## src/rtl/evt_fifo_pkg.sv

```systemverilog
package evt_fifo_pkg;

    typedef enum logic [1:0] {
        OP_IDLE = 2'b00,
        OP_POP  = 2'b01,
        OP_PUSH = 2'b10,
        OP_BOTH = 2'b11
    } fifo_op_e;

endpackage

```

## src/rtl/stamp_counter.sv

```systemverilog
module stamp_counter #(
    parameter int TS_W = 32
) (
    input  logic            clk,
    input  logic            rst_n,
    output logic [TS_W-1:0] count
);
    typedef struct packed {
        logic [TS_W-1:0] cnt;
    } cnt_state_t;

    cnt_state_t s_d, s_q;

    always_comb begin
        s_d     = s_q;
        s_d.cnt = s_q.cnt + TS_W'(1);
    end

    always_ff @(posedge clk) begin
        if (!rst_n) s_q <= '0;
        else        s_q <= s_d;
    end

    assign count = s_q.cnt;

    // counter advances by one each cycle, wrapping silently
    assert_count_step_R2: assert property (@(posedge clk) disable iff (!rst_n)
        $past(rst_n) |-> s_q.cnt == $past(s_q.cnt) + TS_W'(1));
endmodule

```

## src/rtl/fifo_ptr_ctrl.sv

```systemverilog
module fifo_ptr_ctrl
    import evt_fifo_pkg::*;
#(
    parameter int DEPTH = 8
) (
    input  logic                       clk,
    input  logic                       rst_n,
    input  logic                       push_req,
    input  logic                       pop_req,
    output logic                       push_ok,
    output logic                       pop_ok,
    output logic                       full,
    output logic                       empty,
    output logic [$clog2(DEPTH)-1:0]   wr_addr,
    output logic [$clog2(DEPTH)-1:0]   rd_addr
);
    localparam int AW = $clog2(DEPTH);
    localparam logic [AW:0] FULL_CNT = (AW+1)'(DEPTH);

    typedef struct packed {
        logic [AW-1:0] wr;
        logic [AW-1:0] rd;
        logic [AW:0]   cnt;
    } ctrl_state_t;

    ctrl_state_t s_d, s_q;
    fifo_op_e    op;

    assign full    = (s_q.cnt == FULL_CNT);
    assign empty   = (s_q.cnt == '0);
    assign push_ok = push_req & ~full;
    assign pop_ok  = pop_req & ~empty;
    assign op      = fifo_op_e'({push_ok, pop_ok});

    always_comb begin
        s_d = s_q;
        unique case (op)
            OP_PUSH: begin
                s_d.wr  = s_q.wr + AW'(1);
                s_d.cnt = s_q.cnt + (AW+1)'(1);
            end
            OP_POP: begin
                s_d.rd  = s_q.rd + AW'(1);
                s_d.cnt = s_q.cnt - (AW+1)'(1);
            end
            OP_BOTH: begin
                s_d.wr = s_q.wr + AW'(1);
                s_d.rd = s_q.rd + AW'(1);
            end
            default: ;
        endcase
    end

    always_ff @(posedge clk) begin
        if (!rst_n) s_q <= '0;
        else        s_q <= s_d;
    end

    assign wr_addr = s_q.wr;
    assign rd_addr = s_q.rd;

    // occupancy never exceeds the depth
    assert_no_overflow_R5: assert property (@(posedge clk) disable iff (!rst_n)
        s_q.cnt <= FULL_CNT);

    // a full queue stays full unless something is popped
    assert_full_hold_R5: assert property (@(posedge clk) disable iff (!rst_n)
        (full && !pop_req) |=> full);

    // an empty queue stays empty unless something is pushed
    assert_empty_hold_R6: assert property (@(posedge clk) disable iff (!rst_n)
        (empty && !push_req) |=> empty);

    // concurrent accepted push and pop keep the occupancy steady
    assert_count_steady_R7: assert property (@(posedge clk) disable iff (!rst_n)
        (push_ok && pop_ok) |=> $stable(s_q.cnt));
endmodule

```

## src/rtl/entry_store.sv

```systemverilog
module entry_store #(
    parameter int DEPTH  = 8,
    parameter int DATA_W = 16,
    parameter int TS_W   = 32
) (
    input  logic                      clk,
    input  logic                      rst_n,
    input  logic                      we,
    input  logic [$clog2(DEPTH)-1:0]  wa,
    input  logic [DATA_W-1:0]         wdata,
    input  logic [TS_W-1:0]           wstamp,
    input  logic                      re,
    input  logic [$clog2(DEPTH)-1:0]  ra,
    output logic                      rvalid,
    output logic [DATA_W-1:0]         rdata,
    output logic [TS_W-1:0]           rstamp
);
    typedef struct packed {
        logic [DATA_W-1:0] data;
        logic [TS_W-1:0]   stamp;
    } entry_t;

    typedef struct packed {
        entry_t rd;
        logic   vld;
    } out_state_t;

    entry_t     mem_d [DEPTH];
    entry_t     mem_q [DEPTH];
    out_state_t o_d, o_q;

    always_comb begin
        mem_d = mem_q;
        if (we) begin
            mem_d[wa].data  = wdata;
            mem_d[wa].stamp = wstamp;
        end
        o_d     = o_q;
        o_d.vld = re;
        if (re) o_d.rd = mem_q[ra];
    end

    always_ff @(posedge clk) begin
        mem_q <= mem_d;
    end

    always_ff @(posedge clk) begin
        if (!rst_n) o_q <= '0;
        else        o_q <= o_d;
    end

    assign rvalid = o_q.vld;
    assign rdata  = o_q.rd.data;
    assign rstamp = o_q.rd.stamp;

    // output entry only changes on the cycle after a read
    assert_out_stable_R8: assert property (@(posedge clk) disable iff (!rst_n)
        (!re && $past(rst_n)) |=> $stable(o_q.rd));
endmodule

```

## src/rtl/evt_stamp_fifo.sv

```systemverilog
module evt_stamp_fifo #(
    parameter int DEPTH  = 8,
    parameter int DATA_W = 16,
    parameter int TS_W   = 32
) (
    input  logic              clk,
    input  logic              rst_n,
    input  logic              push_req,
    input  logic [DATA_W-1:0] push_data,
    output logic              push_stall,
    output logic              full,
    input  logic              pop_req,
    output logic              pop_stall,
    output logic              empty,
    output logic              pop_valid,
    output logic [DATA_W-1:0] pop_data,
    output logic [TS_W-1:0]   pop_stamp,
    output logic [TS_W-1:0]   cycle_count
);
    localparam int AW = $clog2(DEPTH);

    logic          push_ok, pop_ok;
    logic [AW-1:0] wr_addr, rd_addr;

    stamp_counter #(.TS_W(TS_W)) u_counter (
        .clk   (clk),
        .rst_n (rst_n),
        .count (cycle_count)
    );

    fifo_ptr_ctrl #(.DEPTH(DEPTH)) u_ctrl (
        .clk      (clk),
        .rst_n    (rst_n),
        .push_req (push_req),
        .pop_req  (pop_req),
        .push_ok  (push_ok),
        .pop_ok   (pop_ok),
        .full     (full),
        .empty    (empty),
        .wr_addr  (wr_addr),
        .rd_addr  (rd_addr)
    );

    entry_store #(.DEPTH(DEPTH), .DATA_W(DATA_W), .TS_W(TS_W)) u_store (
        .clk    (clk),
        .rst_n  (rst_n),
        .we     (push_ok),
        .wa     (wr_addr),
        .wdata  (push_data),
        .wstamp (cycle_count),
        .re     (pop_ok),
        .ra     (rd_addr),
        .rvalid (pop_valid),
        .rdata  (pop_data),
        .rstamp (pop_stamp)
    );

    assign push_stall = push_req & full;
    assign pop_stall  = pop_req & empty;

    // a stalled pop yields no result
    assert_empty_pop_R6: assert property (@(posedge clk) disable iff (!rst_n)
        (pop_req && empty) |=> !pop_valid);

    // a result appears one cycle after a pop request on a non-empty queue
    assert_valid_after_pop_R8: assert property (@(posedge clk) disable iff (!rst_n)
        (pop_req && !empty) |=> pop_valid);

    // on a full queue a pop still goes through, and the queue is no longer full
    assert_full_pop_R9: assert property (@(posedge clk) disable iff (!rst_n)
        (full && pop_req) |=> !full);
endmodule

```

## config.mk

```make
export PLATFORM = sky130hd
export DESIGN_NAME = evt_stamp_fifo
export DESIGN_NICKNAME = d
export VERILOG_FILES = /design/src/rtl/evt_fifo_pkg.sv /design/src/rtl/stamp_counter.sv /design/src/rtl/fifo_ptr_ctrl.sv /design/src/rtl/entry_store.sv /design/src/rtl/evt_stamp_fifo.sv
export SDC_FILE = /design/constraint.sdc
export NUM_CORES = 1
export LEC_CHECK = 0
export BUFFER_PORTS_ARGS = -buffer_cell sky130_fd_sc_hd__buf_2
export CAP_MARGIN = 0
export CORE_ASPECT_RATIO = 1.4
export CORE_MARGIN = 4
export CORE_UTILIZATION = 35
export CTS_CLUSTER_SIZE = 16
export DETAILED_ROUTE_END_ITERATION = 6
export HOLD_SLACK_MARGIN = 0.06
export RECOVER_POWER = 100
export SYNTH_ARGS = -nofsm -noshare
export SYNTH_HDL_FRONTEND = slang
export SYNTH_SLANG_ARGS = --single-unit
```

## constraint.sdc

```tcl
create_clock -name clk -period 5.78 [get_ports clk]
set_input_delay 1.156 -clock clk [delete_from_list [all_inputs] [get_ports clk]]
set_output_delay 1.156 -clock clk [all_outputs]
set_load 0.03 [all_outputs]
```

# --- After elaboration in Yosys (flattened, before gate mapping) ---
# Index checks and enable logic that the tools add are counted.
# W data, S select, Z words.
word_totals:
  wordCells: 58
  out_inout_bits: 85
  in_bits: 20
  regBits: 475
op_classes:
  bitwise_logic: 8
  order_cmp: 3
  mux: 10
  eq_ne: 4
  n_reduce_logical: 5
  add_sub_neg: 5
ops:
  columns: ["op", "n"]
  rows:
  - ["$bwmux W384", 2]
  - ["$demux W48 S3", 2]
  - ["$bmux W48 S3", 1]
  - ["$mux W48", 3]
  - ["$add A32 B1 Y32 const B", 1]
  - ["$mux W32", 1]
  - ["$ge A4 B4 Y1 const B", 2]
  - ["$not A3 Y4", 2]
  - ["$pmux W4 S2", 1]
  - ["$add A3 B1 Y3 const B", 2]
  - ["$add A4 B1 Y4 const B", 1]
  - ["$and A1 B1 Y1", 4]
  - ["$eq A2 B2 Y1 const B", 2]
  - ["$eq A4 B4 Y1 const B", 1]
  - ["$logic_not A4 Y1", 1]
  - ["$lt A4 B1 Y1 const B", 1]
  - ["$reduce_or A2 Y1", 2]
  - ["$sub A4 B1 Y4 const B", 1]
  - ["$eq A2 B1 Y1 const B", 1]
  - ["$not A1 Y1", 2]
  - ["$reduce_bool A2 Y1", 1]
  - ["$logic_and A1 B1 Y1", 1]

# --- Longest topological paths before layout ---
# Gate-level depths: netlist of run 1.
logic_depth:
  depth_word: 7
  depth_mapped: 12
  ltp_nobuf: 10

# --- Modules after synthesis ---
# Synthesis of run 1 repeated with hierarchy kept, for this count alone.
unflattened:
  hier_cells: 1416
  area_unflattened_um2: 20080.5
modules_own_cells:
  columns: ["mod", "seq_area_each_um2", "area_per_inst_um2", "cells_each", "instances"]
  rows:
  - ["entry_store", 12512.0, 17962.2, 1176, 1]
  - ["stamp_counter", 640.6, 1466.4, 168, 1]
  - ["fifo_ptr_ctrl", 200.2, 639.4, 70, 1]
  - ["evt_stamp_fifo", 0.0, 12.5, 2, 1]

# --- Worst setup path after synthesis of run 1 ---
# Ideal clock, no wire load.
synth_path:
  kind: "input-to-reg"
  from: "input push_req"
  to: "register u_store.mem_q[100] (netlist name) (enable)"
  setup_ns: 0.513
  required_ns: 5.267
  cell_stages: 2
  arrival_time_ns: 4.602
  path_buffers: 0
  setup_slack_ns: 0.665
  path_cell_list: "nand2_1 -> nor3_1"
synth_via:
  elab_chain_cells: 1
synth_lines:
  columns: ["element", "line_no", "source"]
  rows:
  - ["from (decl)", "evt_stamp_fifo.sv:8", "input logic push_req,"]
  - ["$and A1 B1 Y1", "fifo_ptr_ctrl.sv:31", "assign push_ok = push_req & ~full;"]
  - ["to (signal assigned)", "entry_store.sv:44", "mem_q <= mem_d;"]
  - ["to (decl)", "entry_store.sv:29", "entry_t mem_q [DEPTH];"]
# No other way between the ends.
# A chain may end at the register's enable or synchronous reset.

# --- Worst setup path in the final report of run 1 ---
layout_path:
  from: "input rst_n"
  to: "register u_counter.s_q, in the netlist u_counter.count[26]"
layout_lines:
  columns: ["element", "line_no", "source"]
  rows:
  - ["from (decl)", "evt_stamp_fifo.sv:7", "input logic rst_n,"]
  - ["to (signal assigned)", "stamp_counter.sv:20", "if (!rst_n) s_q <= '0;"]
  - ["to (signal assigned)", "stamp_counter.sv:21", "else s_q <= s_d;"]
  - ["to (decl)", "stamp_counter.sv:12", "cnt_state_t s_d, s_q;"]
# No word-level cell between the ends.

==> metrics.cfg, run 1 <==
[finish]
register_area_mm2 = 0.0134
nFillCells = 5197
syn_to_final_growth_pct = 12.0
layout.cells.non_filler = 2105
drive_above_1_share_pct = 12.6
stdcell_area_mm2 = 0.0221
layout_common_cells = edfxtp_1, and2_0, clkbuf_1
layout_commonest_cell = edfxtp_1
fin_nets = 1370
multi_input_area_mm2 = 0.00591

[route]
wl_um = 46500
drt_iter0_drc = 749
dr.pass1.iters = 7
antenna_left = 0
drc = 0
vias_per_cell = 5.08
routedWlPerCell_um = 22.1
vias = 10697

[global_route]
grt_pass1_wl_um = 70800
use_met1_pct = 18.4
first_global_vias = 11427
grt_max_degree = 102
track_usage_pct = 15.2
top_usage_layer = met2
met2_usage_pct = 27.8
grt_overflow = 0
antenna_found_initial = 1
grtUsageMet3_pct = 2.46

[floorplan]
initial_core_util_pct = 35.5
core_mm2 = 0.0556
die_w_um = 209
ios = 105
die_h_um = 289
core.rowCount = 102
fp.dieArea_mm2 = 0.0603

[placed_design]
portBuffers = 104
place_inst = 2025
dp_hpwl_um = 27200
gp_congestion = 0.738
dpl_cell_area_mm2 = 0.0210

[clock_network]
clock_sinks = 475
cts_buffers = 43
clk_pin_slew_ns = 0.06
ctsHoldBuffers = 0
clockBufferDepth = 3
cts.repair.resized = 0
cts_root_buffer = clkbuf_16
cts-htree-levels = 2
clock_latency_ns = 0.55
cts_setup_buffers = 0
cts_tree = yes

[worst_setup_path]
critical_path_class = in2reg
start_kind = primary input
crit_arrival_ns = 4.76
r2r_end = u_store.mem_q[264]$_DFFE_PP_
cp-end-kind = flop
cp_max_fo = 57
reg2regPathDepth = 3
rrSetupSlack_ns = 1.65
worstPathRequired_ns = 6.25
timing.rr.start = u_ctrl.wr_addr[1]$_SDFFE_PN0P_

[min_path]
hold_depth = 2
hold_path_class = reg2reg
min_from = u_ctrl.s_q[3]$_SDFFE_PN0P_
hold_path_end = u_ctrl.s_q[3]$_SDFFE_PN0P_

[sta]
rsz0062_at_grt = no
final-max-slew-violation-count = 577
period_minus_slack_ns = 4.29
setup_tns_ns = 0
fmax_mhz = 233
tightest_slew_ns = 2.85
fin_worst_skew_ns = 0.0133
finalSetupViolations = 0
period_share_pct = 74.2
relSlewSlack_pct = -90.7
hold_viol = 0

[logic_synthesis]
syn-num-nets = 1306
synth_cells = 1278
ys_async_sr_fraction_pct = 0
synth-main-ff-cell = edfxtp_1
synth_edf_count = 384
ys_ff_latch = 475
synth-warning-count = 0
seq_area_frac_synth_pct = 67.6
syn_avg_cell_area_um2 = 15.5
ys_types = 41
syn_area_mm2 = 0.0197

[run_status]
status = finished with violations
violations = max-capacitance violations, max-slew violations

[job]
maxCapViolCount = 18

[pwr]
powerDensity_mw_per_mm2 = 418
ir_worst_vdd_uv = 280
power_leakage_nw = 7.05

[flip-flops by register name, indices dropped and copies added, names as in the netlist]
| register | flops |
|---|---|
| u_counter.count | 32 |
| u_ctrl.rd_addr | 3 |
| u_ctrl.s_q | 4 |
| u_ctrl.wr_addr | 3 |
| u_store.mem_q | 384 |
| u_store.rdata | 16 |
| u_store.rstamp | 32 |
| u_store.rvalid | 1 |
[synthesized netlist by cell type (2+ instances only)]
| library cell | n | share of area, % |
|---|---|---|
| o31ai_1 | 11 | 0.42 |
| or4_1 | 12 | 0.46 |
| xor2_1 | 14 | 0.62 |
| or3_1 | 6 | 0.19 |
| mux4_2 | 96 | 11 |
| nand3_1 | 11 | 0.28 |
| nor4_1 | 4 | 0.13 |
| mux2i_1 | 52 | 2.6 |
| o21ai_0 | 58 | 1.5 |
| and3b_1 | 2 | 0.089 |
| buf_2 | 14 | 0.35 |
| nor2_1 | 22 | 0.42 |
| ha_1 | 8 | 0.51 |
| xnor2_1 | 4 | 0.18 |
| and3_1 | 10 | 0.32 |
| buf_1 | 4 | 0.076 |
| edfxtp_1 | 384 | 58 |
| nor3b_1 | 4 | 0.15 |
| nand4_1 | 5 | 0.16 |
| nand2_1 | 20 | 0.38 |
| clkbuf_1 | 87 | 1.7 |
| nand2b_1 | 4 | 0.13 |
| a21oi_1 | 69 | 1.7 |
| inv_1 | 7 | 0.13 |
| and4_1 | 3 | 0.13 |
| and2_1 | 250 | 7.9 |
| and2_2 | 2 | 0.076 |
| nor3_1 | 12 | 0.30 |
| dfxtp_1 | 91 | 9.2 |
[logic make-up after synthesis]
group | count (synthesis) | synth area share [%]
AO/OA/AOI/OAI | 140 | 3.73
XOR/XNOR | 18 | 0.798
adder cells (fa/ha/maj) | 8 | 0.507
buffers and inverters | 118 | 2.47
flip-flops | 475 | 67.6
multiplexers | 148 | 13.6
AND/OR/NAND/NOR | 371 | 11.3
[power breakdown]
| group | switching [mW] | internal [mW] | total (mW) | leakage (nW) |
|---|---|---|---|---|
| logic | 1.29 | 0.750 | 2.04 | 1.89 |
| registers | 0.259 | 4.10 | 4.36 | 4.48 |
| clock network | 1.23 | 1.63 | 2.86 | 0.682 |
[worst max path at each step]
stage	start	to	slack [ns]	depth (start not counted)
2_1_floorplan	push_req	u_store.mem_q[100]$_DFFE_PP_	0.67	2
3_3_place_gp	pop_req	u_ctrl.s_q[2]$_SDFFE_PN0P_	2.45	9
3_5_place_dp	pop_req	u_ctrl.s_q[2]$_SDFFE_PN0P_	2.41	9
4_1_cts	u_ctrl.s_q[1]$_SDFFE_PN0P_	pop_stall	2.44	3
5_1_grt	rst_n	u_counter.count[26]$_SDFF_PN0_	1.13	5
6_report	rst_n	u_counter.count[26]$_SDFF_PN0_	1.49	5
[area by class of cell]
class	count	share of cell area, %
diodes	1	0.0113
clock buffers	63	5.63
clock inverters	16	0.662
inverters	8	0.141
multi-input cells	685	26.7
flip-flops and latches	475	60.4
well taps	728	4.12
repair buffers	129	2.33
[per-stage QoR]
step	hold WS (ns)	power [mW]	util [%]	setup WS (ns)
after floorplan	0.464	5.87	-	0.665
after global placement	0.481	6.55	37.7	2.45
after detailed placement	0.502	6.58	37.7	2.41
after CTS	0.510	9.44	40.2	2.44
after global routing	0.563	9.69	39.8	1.13
final	0.512	9.26	39.8	1.49
[worst max-delay path: stages]
cell	delay (ns)
buf_2	0.08
clkbuf_1	2.00
inv_1	0.83
buf_4	0.49
a21oi_1	0.16
[metal layers]
layer  routed length [um]  up-vias
li1                     -     4901
met1                18700     5489
met2                24300      225
met3                 1970       82
met4                 1530        0
met5                    0        -
Power figures use the tool's default switching activity.
==> run 2: changes to the inputs <==
==> constraint.sdc (replaced) <==
create_clock -name clk -period 4.2 [get_ports clk]
set_input_delay 0.84 -clock clk [delete_from_list [all_inputs] [get_ports clk]]
set_output_delay 0.84 -clock clk [all_outputs]
set_load 0.03 [all_outputs]
==> run 2 against run 1 <==
Setup slack worse by 0.68 ns; wire length rose by 4.0%; utilization up 0.15 points; combinational power grew 41%; design area grew 0.38%; die area unchanged; register-to-register slack worse by 0.84 ns; cell count increased by 0.33%; clock power rose by 38%; the flow still finishes with violations (max-capacitance violations, max-slew violations).
==> metrics.cfg, run 2 (same netlist as run 1, synthesis figures left out) <==
[run_status]
status = finished with violations
violations = max-capacitance violations, max-slew violations

[floorplan]
die_h_um = 289  ; unchanged
fp.dieArea_mm2 = 0.0603  ; unchanged
core_mm2 = 0.0556  ; unchanged
die_w_um = 209  ; unchanged
initial_core_util_pct = 35.5  ; unchanged
core.rowCount = 102  ; unchanged
ios = 105  ; unchanged

[clock_network]
cts_root_buffer = clkbuf_16
clockBufferDepth = 3  ; unchanged
clock_sinks = 475  ; unchanged
cts.repair.resized = 0  ; unchanged
clock_latency_ns = 0.55  ; about the same
cts_buffers = 44  ; +2.3%
cts-htree-levels = 2  ; unchanged
cts_tree = yes
cts_setup_buffers = 0  ; unchanged
ctsHoldBuffers = 0  ; unchanged
clk_pin_slew_ns = 0.06  ; about the same

[worst_setup_path]
cpPeakStageDelay_ns = 1.21  ; -0.79 ns
slowest_stage = and3_1
cp_num_buf_inv = 1  ; -3
worstPathRequired_ns = 4.37  ; -1.88 ns
start_kind = flop
cp-end-kind = flop
cp_max_fo = 22  ; -61%
crit_arrival_ns = 3.56  ; -1.20 ns
critical_path_class = reg2reg
critPathLaunch = u_ctrl.wr_addr[0]$_SDFFE_PN0P_
timing.rr.start = u_ctrl.wr_addr[0]$_SDFFE_PN0P_
crit_family = simple AND/OR/NAND/NOR gates
cp_cell_sequence = nor3b_1 > and3_1 > clkbuf_1

[pwr]
p_clk_share_pct = 30.8  ; about the same
ir_worst_vdd_uv = 264  ; -5.5%
p_comb_share_pct = 22.4  ; +0.4 points
netSwitchingPower_mw = 3.89  ; +40%
p_int_mw = 8.90  ; +37%
powerDensity_mw_per_mm2 = 576  ; +38%
p_sw_share_pct = 30.4  ; +0.42 points
seqPwrFrac_pct = 46.7  ; -0.4 points
power_leakage_nw = 7.10  ; +0.71%

[route]
antenna_left = 0  ; unchanged
vias = 10739  ; +0.39%
wl_met2_um = 25600  ; +5.1%
vias_per_cell = 5.08  ; about the same
wl_um = 48400  ; +4.0%
routedWlPerCell_um = 22.9  ; +3.6%
dr.pass1.iters = 5  ; -2
routed-wl-met3_um = 2400  ; +22%
drc = 0  ; unchanged
drt_iter0_drc = 776  ; +3.6%
top_layer_used = met4
drt-met1-wl_um = 19300  ; +2.9%

[finish]
top_register = u_store.mem_q
largest_reg_flops = 384  ; unchanged
fin_nets = 1376  ; +0.44%
layout_commonest_cell = edfxtp_1
layout_common_cells = edfxtp_1, and2_0, clkbuf_1
syn_to_final_growth_pct = 12.5
final_core_utilization_pct = 39.9  ; +0.15 points
drive_above_1_share_pct = 13.7  ; +1.1 points
layout.cells.non_filler = 2112  ; +0.33%

[sta]
finalSetupViolations = 0  ; unchanged
final-max-slew-violation-count = 325  ; -44%
rsz0062_at_grt = no
fin_worst_skew_ns = 0.0135  ; +0.000214 ns
period_minus_slack_ns = 3.39
setup_tns_ns = 0  ; unchanged
tightest_slew_ns = 2.33  ; -0.517 ns
relSlewSlack_pct = -55.5  ; +35 points
fmax_mhz = 295
hold_viol = 0  ; unchanged
period_share_pct = 80.6

[min_path]
hold_path_class = reg2reg
min_from = u_ctrl.s_q[3]$_SDFFE_PN0P_

[global_route]
track_usage_pct = 15.9  ; +0.71 points
grt_pass1_wl_um = 73500  ; +3.8%
grt_max_degree = 101  ; -0.98%
grt_overflow = 0  ; unchanged
first_global_vias = 11410  ; -0.15%
antenna_found_initial = 2  ; +1

[placed_design]
dp_hpwl_um = 28200  ; +3.6%
place_inst = 2030  ; +0.25%
gp_congestion = 0.729  ; -1.3%
portBuffers = 104  ; unchanged

[job]
maxCapViolCount = 11  ; -7

==> run 2: changes by cell type in the layout (fill, tap and decap cells not counted), moves of 2 or more <==
cell,change
and2_1,+14
nor2_1,-2
clkbuf_2,+3
clkinvlp_4,+2
clkinv_2,+3
buf_4,+3
clkbuf_1,-8
clkbuf_8,+2
and2_0,-14
==> run 2: layer usage <==
metal	GRT usage (%)	vias to the layer above
li1	-	4920
met1	19.4	5490
met2	29.2	259
met3	2.74	70
met4	4.49	0
met5	0	-
==> run 2: worst register-to-register path, stage by stage (launching register included) <==
cell and delay [ns]:
dfxtp_1 0.66, nor3b_1 0.35, and3_1 1.21, clkbuf_1 0.79
==> run 2: area by class of cell <==
class / instances / area [um^2]
fillers: 5175 / 33400
inverters: 8 / 31.3
flip-flops and latches: 475 / 13400
clock inverters: 23 / 176
diodes: 1 / 2.50
well taps: 728 / 911
repair buffers: 134 / 564
clock buffers: 58 / 1250
multi-input cells: 685 / 5910
==> run 2: stage by stage <==
step / hold WS (ns) / instance area, um^2 / total power [mW] / setup slack, ns
finish: 0.532 / 22200 / 12.8 / 0.813
floorplan: 0.464 / 19700 / 8.07 / -0.599
global placement: 0.509 / 21100 / 9.07 / 1.51
detailed placement: 0.515 / 21100 / 9.13 / 1.48
CTS: 0.527 / 22500 / 13.1 / 1.38
global route: 0.560 / 22200 / 13.4 / 0.606
==> run 2: final timing paths <==
path	end	slack, ns	depth (start not counted)
setup / recovery	u_store.mem_q[309]$_DFFE_PP_	0.81	3
hold / removal	u_ctrl.s_q[3]$_SDFFE_PN0P_	0.53	2
setup reg to reg	u_store.mem_q[309]$_DFFE_PP_	0.81	3
hold reg to reg	u_ctrl.s_q[3]$_SDFFE_PN0P_	0.53	2
==> run 2: power groups by stage <==
stage               Sequential [mW]  Combinational (mW)  Clock [mW]
floorplan                      6.26                1.82           0
global placement               6.05                3.01           0
detailed placement             6.08                3.05           0
CTS                            5.98                3.06        4.04
global route                   6.04                3.12        4.23
finish                         5.98                2.87        3.95
==> run 3: changes to the inputs <==
==> constraint.sdc (replaced) <==
create_clock -name clk -period 2.9 [get_ports clk]
set_input_delay 0.58 -clock clk [delete_from_list [all_inputs] [get_ports clk]]
set_output_delay 0.58 -clock clk [all_outputs]
set_load 0.03 [all_outputs]
==> run 3 against run 2 <==
Global-route usage decreased by 0.25 points; the flow now finishes without violations; clock skew is 0.0026 ns lower; design area is 0.91% higher; sequential share of layout area down 0.55 points; via count is 2.2% higher.
==> metrics.cfg, run 3 (same netlist as run 1, synthesis figures left out) <==
[route]
wl_um = 47800  ; -1.3%
drt_iter0_drc = 694  ; -11%
dr.pass1.iters = 5  ; unchanged
antenna_left = 0  ; unchanged
routedWlPerCell_um = 22.4  ; -2.5%
drc = 0  ; unchanged
vias_per_cell = 5.14  ; +1.0%
vias = 10978  ; +2.2%

[finish]
top_register = u_store.mem_q
largest_reg_flops = 384  ; unchanged
fin_nets = 1400  ; +1.7%
drive_above_1_share_pct = 15.4  ; +1.7 points
insertedDiodeCount = 0  ; -1
syn_to_final_growth_pct = 13.5
layout_common_cells = edfxtp_1, and2_1, clkbuf_1
nFillCells = 5203  ; +0.54%
layout_commonest_cell = edfxtp_1
layout.cells.non_filler = 2137  ; +1.2%

[pwr]
seqPwrFrac_pct = 46.3  ; -0.4 points
powerDensity_mw_per_mm2 = 827  ; +43%
power_leakage_nw = 7.30  ; +2.8%
netSwitchingPower_mw = 5.71  ; +47%
p_clk_share_pct = 30.1  ; -0.7 points
p_sw_share_pct = 30.8  ; +0.43 points
p_int_mw = 12.8  ; +44%
ir_worst_vdd_uv = 492  ; +86%
p_comb_share_pct = 23.6  ; +1.2 points

[clock_network]
cts_tree = yes
clockBufferDepth = 3  ; unchanged
clock_sinks = 475  ; unchanged
cts-htree-levels = 2  ; unchanged
ctsHoldBuffers = 0  ; unchanged
clk_pin_slew_ns = 0.06  ; about the same
cts_setup_buffers = 0  ; unchanged
clock_latency_ns = 0.56  ; about the same
cts_buffers = 45  ; +2.3%
cts.repair.resized = 0  ; unchanged
cts_root_buffer = clkbuf_16

[global_route]
met2_usage_pct = 27.9  ; -1.3 points
grt_overflow = 0  ; unchanged
grt_max_degree = 92  ; -8.9%
top_usage_layer = met2
use_met1_pct = 19.7  ; +0.31 points
first_global_vias = 11499  ; +0.78%
grt_pass1_wl_um = 72500  ; -1.3%
track_usage_pct = 15.7  ; -0.25 points
antenna_found_initial = 0  ; -2
grtUsageMet3_pct = 2.44  ; -0.30 points

[placed_design]
gp_congestion = 0.727  ; -0.16%
place_inst = 2053  ; +1.1%
portBuffers = 104  ; unchanged
dp_hpwl_um = 27500  ; -2.2%

[sta]
fin_worst_skew_ns = 0.0109  ; -0.00261 ns
period_share_pct = 91.7  ; +11 points
final-max-slew-violation-count = 0  ; -100%
finalSetupViolations = 0  ; unchanged
fmax_mhz = 376  ; +27%
hold_ws_ns = 0.366  ; -0.166 ns
hold_viol = 0  ; unchanged
rsz0062_at_grt = no
relSlewSlack_pct = 8.74  ; +64 points
period_minus_slack_ns = 2.66  ; -0.727 ns
tightest_slew_ns = 1.37  ; -0.963 ns
setup_tns_ns = 0  ; unchanged

[floorplan]
core_mm2 = 0.0556  ; unchanged
die_h_um = 289  ; unchanged
core.rowCount = 102  ; unchanged
ios = 105  ; unchanged
initial_core_util_pct = 35.5  ; unchanged
die_w_um = 209  ; unchanged
fp.dieArea_mm2 = 0.0603  ; unchanged

[worst_setup_path]
crit_arrival_ns = 3.08  ; -0.48 ns
slowest_stage = dlymetal6s4s_1
cp-end-kind = flop
cp_cell_sequence = nand2_1 > nor2_1 > dlymetal6s4s_1 > and2_1
start_kind = flop
cpPeakStageDelay_ns = 1.08  ; -0.13 ns
worstPathRequired_ns = 3.32  ; -1.05 ns
cp_max_fo = 23  ; +4.5%
critical_path_class = reg2reg

[job]
maxCapViolCount = 0  ; -11

[run_status]
status = finished, final reports clean

[min_path]
hold_path_class = in2reg

-- run 3: changes by cell type in the layout (fill, tap and decap cells not counted), moves of 6 or more --
cell / change
and2_0: -40
and2_1: +40
buf_4: +11
clkbuf_2: +9
clkbuf_4: +7
clkinv_1: +6
clkinv_2: -6
-- run 3: final timing paths --
kind / start / end / slack, ns / depth (start not counted)
worst min register to register: u_ctrl.s_q[3]$_SDFFE_PN0P_ / u_ctrl.s_q[3]$_SDFFE_PN0P_ / 0.52 / 2
worst min-delay path: push_data[5] / u_store.mem_q[229]$_DFFE_PP_ / 0.37 / 1
worst max register to register: u_ctrl.wr_addr[2]$_SDFFE_PN0P_ / u_store.mem_q[101]$_DFFE_PP_ / 0.24 / 4
worst max-delay path: u_ctrl.wr_addr[2]$_SDFFE_PN0P_ / u_store.mem_q[101]$_DFFE_PP_ / 0.24 / 4
-- run 3: layer usage --
layer	share of wire, %	vias to the layer above
met5	0	-
met4	2.9	0
met3	4.8	86
met2	51	260
met1	41	5678
li1	-	4954
-- run 3: through the flow --
| step | util [%] | total power [mW] | instance area, um^2 | setup slack, ns |
|---|---|---|---|---|
| 3_3_place_gp | 38.5 | 13.3 | 21400 | 0.449 |
| 3_5_place_dp | 38.5 | 13.4 | 21400 | 0.353 |
| 4_1_cts | 41.0 | 18.9 | 22800 | 0.312 |
| 6_report | 40.3 | 18.5 | 22400 | 0.239 |
| 2_1_floorplan | - | 11.7 | 19800 | -0.380 |
| 5_1_grt | 40.3 | 19.4 | 22400 | 0.122 |
-- run 3: cell type report --
class | instances | area, um^2 | share of cell area [%]
Sequential cell | 475 | 13400 | 59.6
Clock inverter | 23 | 156 | 0.698
Multi-Input combinational cell | 685 | 5920 | 26.4
Tap cell | 728 | 911 | 4.07
Clock buffer | 61 | 1220 | 5.43
Inverter | 8 | 31.3 | 0.140
Timing Repair Buffer | 157 | 811 | 3.62
-- run 3: power by group through the flow --
stage / sequential, mW / clock (mW) / combinational, mW
after detailed placement: 8.72 / 0 / 4.65
after floorplan: 9.06 / 0 / 2.64
final: 8.57 / 5.58 / 4.37
after CTS: 8.57 / 5.70 / 4.67
after global placement: 8.68 / 0 / 4.62
after global routing: 8.67 / 5.98 / 4.73
-- run 3: critical path: cells and delay by family (launching register included) --
family / cells / cell delay (ns)
flops: 1 / 0.48
simple gates: 3 / 0.95
buf+inv: 1 / 1.08
